--- src/rtl/spp_pkg.sv ---
package spp_pkg;

  typedef enum logic {
    CNT_UP   = 1'b0,
    CNT_DOWN = 1'b1
  } cnt_dir_e;

  // Value the shot counter holds at rest and loads when a shot begins.
  function automatic logic [31:0] home_count(input logic [31:0] lim, input cnt_dir_e dir);
    return (dir == CNT_DOWN) ? lim : 32'd0;
  endfunction

  // One step of the shot counter in the selected direction.
  function automatic logic [31:0] step_count(input logic [31:0] c, input cnt_dir_e dir);
    return (dir == CNT_DOWN) ? c - 32'd1 : c + 32'd1;
  endfunction

  // True when the counter holds the last value of the shot.
  function automatic logic at_end(input logic [31:0] c, input logic [31:0] lim,
                                  input cnt_dir_e dir);
    return (dir == CNT_DOWN) ? (c == 32'd0) : (c == lim);
  endfunction

  // Channel is active while the count lies below its compare value.
  function automatic logic in_pulse(input logic [31:0] c, input logic [31:0] cmp);
    return c < cmp;
  endfunction

endpackage

--- src/rtl/spp_frame_timer.sv ---
module spp_frame_timer #(
  parameter int unsigned FRAME_W = 24
) (
  input  logic               clk,
  input  logic               rst_n,
  input  logic [FRAME_W-1:0] frame_len,
  output logic               trig
);

  logic [FRAME_W-1:0] fcnt;

  assign trig = (fcnt >= frame_len);

  always_ff @(posedge clk) begin
    if (!rst_n) begin
      fcnt <= '0;
    end else if (trig) begin
      fcnt <= '0;
    end else begin
      fcnt <= fcnt + FRAME_W'(1);
    end
  end

endmodule

--- src/rtl/spp_oneshot.sv ---
module spp_oneshot #(
  parameter int unsigned CNT_W = 20,
  parameter int unsigned PRE_W = 8
) (
  input  logic             clk,
  input  logic             rst_n,
  input  logic             trig,
  input  logic [CNT_W-1:0] limit_in,
  input  logic [PRE_W-1:0] prescale_in,
  input  logic             count_down_in,
  output logic             run,
  output logic [CNT_W-1:0] cnt,
  output logic [CNT_W-1:0] act_lim,
  output logic             start,
  output logic             done
);
  import spp_pkg::*;

  cnt_dir_e         act_dir;
  cnt_dir_e         dir_in;
  logic [PRE_W-1:0] act_pre;
  logic [PRE_W-1:0] pre_cnt;
  logic             tick;

  assign dir_in = cnt_dir_e'(count_down_in);
  assign start  = trig && !run;
  assign tick   = run && (pre_cnt == act_pre);
  assign done   = tick && at_end(32'(cnt), 32'(act_lim), act_dir);

  always_ff @(posedge clk) begin
    if (!rst_n) begin
      run     <= 1'b0;
      cnt     <= '0;
      act_lim <= '0;
      act_pre <= '0;
      act_dir <= CNT_UP;
      pre_cnt <= '0;
    end else if (start) begin
      run     <= 1'b1;
      act_lim <= limit_in;
      act_pre <= prescale_in;
      act_dir <= dir_in;
      pre_cnt <= '0;
      cnt     <= CNT_W'(home_count(32'(limit_in), dir_in));
    end else if (tick) begin
      pre_cnt <= '0;
      if (done) begin
        run <= 1'b0;
        cnt <= CNT_W'(home_count(32'(act_lim), act_dir));
      end else begin
        cnt <= CNT_W'(step_count(32'(cnt), act_dir));
      end
    end else if (run) begin
      pre_cnt <= pre_cnt + PRE_W'(1);
    end
  end

endmodule

--- src/rtl/spp_channel.sv ---
module spp_channel #(
  parameter int unsigned CNT_W = 20
) (
  input  logic             clk,
  input  logic             rst_n,
  input  logic             start,
  input  logic [CNT_W-1:0] cmp_in,
  input  logic             run,
  input  logic [CNT_W-1:0] cnt,
  input  logic             pol,
  output logic             pulse
);
  import spp_pkg::*;

  logic [CNT_W-1:0] act_cmp;
  logic             active;

  always_ff @(posedge clk) begin
    if (!rst_n) begin
      act_cmp <= '0;
    end else if (start) begin
      act_cmp <= cmp_in;
    end
  end

  assign active = run && in_pulse(32'(cnt), 32'(act_cmp));
  assign pulse  = active ^ pol;

endmodule

--- src/rtl/servo_oneshot_pulser.sv ---
module servo_oneshot_pulser #(
  parameter int unsigned N_CH    = 4,
  parameter int unsigned CNT_W   = 20,
  parameter int unsigned FRAME_W = 24,
  parameter int unsigned PRE_W   = 8
) (
  input  logic                  clk,
  input  logic                  rst_n,
  input  logic [FRAME_W-1:0]    frame_len,
  input  logic [PRE_W-1:0]      prescale,
  input  logic [CNT_W-1:0]      limit,
  input  logic                  count_down,
  input  logic [N_CH*CNT_W-1:0] compare,
  input  logic [N_CH-1:0]       polarity,
  output logic [N_CH-1:0]       pulse_out,
  output logic                  busy
);

  localparam int unsigned CMP_BUS_W = N_CH * CNT_W;

  logic             frame_trig;
  logic             shot_start;
  logic             shot_done;
  logic [CNT_W-1:0] slave_cnt;
  logic [CNT_W-1:0] act_limit;

  spp_frame_timer #(.FRAME_W(FRAME_W)) u_frame (
    .clk       (clk),
    .rst_n     (rst_n),
    .frame_len (frame_len),
    .trig      (frame_trig)
  );

  spp_oneshot #(.CNT_W(CNT_W), .PRE_W(PRE_W)) u_shot (
    .clk           (clk),
    .rst_n         (rst_n),
    .trig          (frame_trig),
    .limit_in      (limit),
    .prescale_in   (prescale),
    .count_down_in (count_down),
    .run           (busy),
    .cnt           (slave_cnt),
    .act_lim       (act_limit),
    .start         (shot_start),
    .done          (shot_done)
  );

  for (genvar g = 0; g < N_CH; g++) begin : g_ch
    localparam int unsigned LO = g * CNT_W;
    if (LO + CNT_W <= CMP_BUS_W) begin : g_ok
      spp_channel #(.CNT_W(CNT_W)) u_ch (
        .clk    (clk),
        .rst_n  (rst_n),
        .start  (shot_start),
        .cmp_in (compare[LO +: CNT_W]),
        .run    (busy),
        .cnt    (slave_cnt),
        .pol    (polarity[g]),
        .pulse  (pulse_out[g])
      );
    end
  end

endmodule

--- config.mk ---
export PLATFORM = sky130hd
export DESIGN_NAME = servo_oneshot_pulser
export DESIGN_NICKNAME = d
export VERILOG_FILES = /design/src/rtl/spp_pkg.sv /design/src/rtl/spp_frame_timer.sv /design/src/rtl/spp_oneshot.sv /design/src/rtl/spp_channel.sv /design/src/rtl/servo_oneshot_pulser.sv
export SDC_FILE = /design/constraint.sdc
export NUM_CORES = 1
export LEC_CHECK = 0
export ABC_AREA = 1
export ABC_CLOCK_PERIOD_IN_PS = 3000
export BUFFER_PORTS_ARGS = -buffer_cell sky130_fd_sc_hd__buf_4
export CORE_AREA = 4 4 149 137
export CTS_CLUSTER_SIZE = 28
export DETAILED_ROUTE_END_ITERATION = 10
export DIE_AREA = 0 0 153 141
export GPL_TIMING_DRIVEN = 0
export MAX_ROUTING_LAYER = met4
export PLACE_DENSITY_LB_ADDON = 0.2
export SYNTH_ARGS = -nofsm -noshare
export SYNTH_HDL_FRONTEND = slang
export SYNTH_SLANG_ARGS = --single-unit
--- constraint.sdc ---
create_clock -name clk -period 3 [get_ports clk]
set_input_delay 0 -clock clk [delete_from_list [all_inputs] [get_ports clk]]
set_output_delay 0 -clock clk [all_outputs]
set_load 0.005 [all_outputs]
==> After elaboration in Yosys (flattened, before gate mapping) <==
Index checks and enable logic that the tools add are counted.
{ "word_totals": {"regBits": 162, "latch_bits": 0, "ram_bits": 0, "rom_bits": 0, "inputBits": 139, "out_inout_bits": 5, "elab_cells": 51, "memories": 0} }
{ "op_classes": {"n_addsub": 4, "multipliers": 0, "div": 0, "magnitude_cmp": 5, "n_eq_ne": 2, "shift": 0, "mux": 10, "bitwise_logic": 5, "reduce_logical": 14} }
{ "ops": {"columns": ["operator", "count"], "rows": [
  ["20-bit two-way mux", 6],
  ["20-bit less-than comparator", 4],
  ["24-bit by 1-bit adder with 24-bit output (second input constant)", 1],
  ["24-bit greater-or-equal comparator", 1],
  ["20-bit by 1-bit adder with 20-bit output (second input constant)", 1],
  ["20-bit equality test", 1],
  ["20-bit zero test", 1],
  ["20-bit by 1-bit subtractor with 20-bit output (second input constant)", 1],
  ["8-bit by 1-bit adder with 8-bit output (second input constant)", 1],
  ["8-bit equality test", 1],
  ["1-bit logical AND", 7],
  ["1-bit two-way mux", 4],
  ["2-bit nonzero test", 2],
  ["1-bit bitwise XOR", 4],
  ["3-bit OR reduction", 1],
  ["2-bit AND reduction", 1],
  ["2-bit OR reduction", 1],
  ["1-bit zero test", 1],
  ["1-bit NOT", 1]
]} }

==> Logic depth before layout (Yosys ltp) <==
{ "logic_depth": {"depth_word": 6, "mapped_depth": 17, "mapped_depth_nobuf": 15} }

==> Hierarchy <==
Synthesis repeated with hierarchy kept, for this count alone.
{ "unflattened": {"cells_unflattened": 1631, "area_unflattened_um2": 10796.6} }
{ "modules_own_cells": {"columns": ["module", "n_inst", "cells_each", "area_each_um2", "seq_area_each_um2"], "rows": [
  ["spp_channel", 4, 172, 1204.9, 400.4],
  ["spp_oneshot", 1, 661, 4073.9, 1161.1],
  ["spp_frame_timer", 1, 282, 1903.1, 480.5]
]} }

==> Least setup slack after synthesis <==
No wires, ideal clock.
{ "synth_path": {"path_type": "register to register", "startpoint": "register u_shot.act_dir", "endpoint": "register u_shot.cnt[16]", "setup_time_ns": 0.117, "arrival_time_ns": 2.477, "required_time_ns": 2.883, "setup_slack_ns": 0.405, "stages_incl_launch_ff": 12, "path_buffers": 0, "synth_period_minus_slack_ns": 2.595, "path_cell_list": "dfxtp_1 inv_1 fa_1 o21a_1 o21ai_0 nand3_1 nand2_1 nand2_1 nand3_1 nand2_1 a21oi_1 nor2_1"} }
{ "synth_between": {"elab_chain_len": 5, "elab_cells_between_ends": 7, "cone_classes": "mux: 6; reduce/logical: 1"} }
{ "synth_lines": {"columns": ["item", "line", "rtl"], "rows": [
  ["from (decl)", "spp_oneshot.sv:19", "cnt_dir_e act_dir;"],
  ["from (signal assigned)", "spp_oneshot.sv:42", "act_dir <= dir_in;"],
  ["1-bit two-way mux", "spp_pkg.sv:21", "return (dir == CNT_DOWN) ? (c == 32'd0) : (c == lim);"],
  ["1-bit logical AND", "spp_oneshot.sv:28", "assign done = tick && at_end(32'(cnt), 32'(act_lim), act_dir);"],
  ["20-bit two-way mux (*)", "spp_oneshot.sv:47", "if (done) begin"],
  ["20-bit two-way mux (*)", "spp_oneshot.sv:45", "end else if (tick) begin"],
  ["20-bit two-way mux (*)", "spp_oneshot.sv:38", "end else if (start) begin"],
  ["to (signal assigned)", "spp_oneshot.sv:44", "cnt <= CNT_W'(home_count(32'(limit_in), dir_in));"],
  ["to (signal assigned)", "spp_oneshot.sv:49", "cnt <= CNT_W'(home_count(32'(act_lim), act_dir));"],
  ["to (signal assigned)", "spp_oneshot.sv:51", "cnt <= CNT_W'(step_count(32'(cnt), act_dir));"],
  ["to (decl)", "spp_oneshot.sv:12", "output logic [CNT_W-1:0] cnt,"]
]} }
Every way passes the cells marked *; elsewhere a longest branch is shown, timed or not. The select of a mux whose other input is x is not followed.
A chain may end at the register's enable or synchronous reset.

==> Worst setup path in the final report <==
{ "layout_path": {"startpoint": "register u_shot.cnt[5]", "endpoint": "output port pulse_out[2]"} }
{ "layout_between": {"elab_chain_len": 3} }
{ "layout_lines": {"columns": ["item", "line", "rtl"], "rows": [
  ["20-bit less-than comparator", "spp_pkg.sv:26", "return c < cmp;"],
  ["1-bit logical AND", "spp_channel.sv:26", "assign active = run && in_pulse(32'(cnt), 32'(act_cmp));"],
  ["1-bit bitwise XOR", "spp_channel.sv:27", "assign pulse = active ^ pol;"],
  ["to (decl)", "servo_oneshot_pulser.sv:15", "output logic [N_CH-1:0] pulse_out,"]
]} }
Every way passes these cells.

==> summary.md <==
| Metric | Value |
|---|---|
| EDFF count, synth | 0 |
| Die height | about 140 um |
| Initial antenna violation count | 1 |
| Layout Nets | 2051 |
| Slew Limit Fails | 0 |
| Synth area leader | dfxtp_1 |
| Clock latency on the worst-skew pair | about 440 ps |
| LEAKAGE | 6.31 nW |
| Via/cell ratio | roughly 5.5 |
| Ports | around 140 |
| Layout fillers | between 1500 and 2000 |
| Synth-to-layout area growth | 28.9% |
| Post-DRT Antenna Nets | 0 |
| Fin crit share | slightly above 90% |
| GRT Util Overall | 31.6% |
| Worst slew pin tran | around 840 ps |
| Power Density | between 300 and 400 mW/mm2 |
| GPL Wtd Cong | around 0.95 |
| Fin crit period | between 2000 and 3000 ps |
| Final hold violations | 0 |
| H-tree Lvls | 4 |
| Post-Syn Area | 0.0106 mm2 |
| Dpl hpwl | roughly 24000 um |
| DP Worst Slack | -248 ps |
| Min-Delay Path Class | primary input to flop |
| CTS Buffer Depth | 2 |
| CP max FO | 9 |
| Setup crit start kind | flop |
| Syn Area/Cell | 6.98 um2 |
| DR iter-0 viols | approximately 900 |
| Synth Net Count | roughly 1800 |
| Clock sink count | roughly 160 |
| Number of global-route vias before repair | roughly 11000 |
| Core Util, Final | slightly above 70% |
| Core Area | 0.0189 mm2 |
| Synthesized flop and latch total | ~160 |
| Root Buffer Master | clkbuf_16 |
| CTS tree | built |
| Final setup violation count | 0 |
| Sequential area share after synthesis | slightly above 30% |
| Cells on worst reg2reg path | 12 |
| CP endpoint kind | output port |
| Grt total ovfl | 0 |
| Placement Rows | 48 |
| TritonRoute pass-1 iters | 5 |
| Peak supply drop | slightly below 0.0004 V |
| Top cell type's share of synthesized area | ~31% |
| Share of layout cells above drive strength 1 | between 10% and 20% |
| Top post-synthesis cells by count | 278 x nand2_1, 212 x inv_1, 185 x a21oi_1, 162 x dfxtp_1, 151 x o21ai_0 |
| Die area | between 0.02 and 0.025 mm2 |
| Setup ws final | roughly 250 ps |
| Synth Warn # | 0 |
| Initial Util | roughly 56% |
| Hold Crit Depth | 6 |
| Max-capacitance violation count | 0 |
| Yosys cell types | 44 |
| Setup TNS | 0 ps |
| Clock Pin Slew Worst Setup and Hold Paths | roughly 70 ps |
| Pin count of the biggest net entering global routing | 22 |
| Status | complete, no violations |
| Fmax | about 360 MHz |
| RSZ-0062 raised after global routing | no |
| Slew HR | between 40% and 50% |
| Critical path class | flop to output port |
| Num CTS Buffers | 17 |
| Req. time, crit path | 3000 ps |
| Most common cell in the netlist | nand2_1 |
| Drt total wl | roughly 34000 um |
| CP arrival | around 2800 ps |
| Syn Inst Count | 1518 |
| Synth area leaders | dfxtp_1 31%, ha_1 14%, nand2_1 9.8% |
| Ys async rst share | 0% |
| Die Span X | 153 um |
| DRC | 0 |
| Layout Skew | 9.96 ps |
| DR vias | 11300 |
| IO Port Bufs | 143 |
| Ys flop type | dfxtp_1 |
| First-pass GRT wire length | approximately 54000 um |
| Drt wl/cell | 16.5 um |
==> final cells by class <==
| type | instances | area [um2] | area share (%) |
|---|---|---|---|
| multi-input cells | 1081 | 6180 | 45.2 |
| clock inverters | 9 | 110 | 0.806 |
| well taps | 250 | 313 | 2.29 |
| clock buffers | 20 | 447 | 3.27 |
| diodes | 1 | 2.50 | 0.0183 |
| inverters | 219 | 822 | 6.02 |
| repair buffers | 254 | 2180 | 16.0 |
| plain buffers | 56 | 355 | 2.60 |
| flip-flops and latches | 162 | 3250 | 23.8 |
==> state kept, by name (all words and copies together), names as in the netlist <==
signal	cells
g_ch.g_ok.u_ch.act_cmp	80
u_frame.fcnt	24
u_shot.act_dir	1
u_shot.act_lim	20
u_shot.act_pre	8
u_shot.cnt	20
u_shot.pre_cnt	8
u_shot.run	1
==> power by group <==
group          switching, W  internal [W]
logic              0.000158      0.000251
clock network      0.000917       0.00123
registers        0.00000330       0.00215
==> kinds of logic after synthesis <==
| logic type | count (synthesis) | share of synthesized area [%] |
|---|---|---|
| buffers and inverters | 275 | 11.1 |
| AND/OR/NAND/NOR | 563 | 23.5 |
| XOR/XNOR | 30 | 2.48 |
| adder cells (fa/ha/maj) | 121 | 14.4 |
| flip-flops | 162 | 30.6 |
| AO/OA/AOI/OAI | 367 | 18.0 |
==> path summary, 6_finish.rpt <==
path / start / end / slack [ps]
worst max-delay path: u_shot.cnt[5] / pulse_out[2] / 250
worst min-delay path: count_down / u_shot.cnt[15] / 40
worst max register to register: u_frame.fcnt[19] / u_shot.act_lim[19] / 260
worst min register to register: g_ch[3].g_ok.u_ch.act_cmp[12] / g_ch[3].g_ok.u_ch.act_cmp[12] / 460
==> layout by cell type (no fill, tap or decap), drive strengths merged <==
master	synthesis	routed
nand2	283	283
inv	219	220
a21oi	190	190
buf	28	170
dfxtp	162	162
o21ai	156	156
ha	120	120
nor2	120	120
dlygate4sd3	0	111
nand3	71	71
clkbuf	28	49
nor3	29	29
nand4	28	28
xor2	16	16
xnor2	14	14
nand3b	10	10
or2	8	8
nor3b	7	7
a21boi	6	6
nor4	6	6
o211ai	4	4
o21a	4	4
o21bai	3	3
clkinvlp	0	3
clkinv	0	3
a21o	2	2
bufinv	0	2
diode	0	1
nor4b	1	1
a31oi	1	1
a211oi	1	1
fa	1	1
==> critical path, stage by stage (launching register included) <==
cell and delay [ps]:
dfxtp_1 750, ha_1 360, a21oi_1 150, nor3_1 60, nor3b_1 190, nor2_1 50, o21ai_0 150, nand4_1 160
xnor2_1 210, buf_4 130, buf_4 100
==> metal layers <==
layer | track usage [%] | vias up | part of all wire, %
met4 | 12.4 | 0 | 3.8
met1 | 39.5 | 5110 | 42
met5 | - | - | 0
met3 | 4.63 | 95 | 7.9
met2 | 52.0 | 492 | 47
li1 | - | 5559 | -
==> what timing repair did <==
action,in CTS,in global routing
gates resized for setup,1,3
hold buffers,111,0
hold endpoints to repair,123,0
setup endpoints to repair,4,2
buffers inserted,0,0
==> per-stage QoR <==
step / cells / total power (W) / hold WS [ps] / area (um2)
after floorplan: 1518 / 0.00230 / 141 / 10600
after global placement: 1911 / 0.00248 / 267 / 12000
after detailed placement: 1911 / 0.00249 / 280 / 12000
after CTS: 2051 / 0.00469 / 21.8 / 13700
after global routing: 2052 / 0.00483 / 47.8 / 13700
final: 2052 / 0.00472 / 37.3 / 13700
No activity file was read; power rests on OpenSTA's default activity.
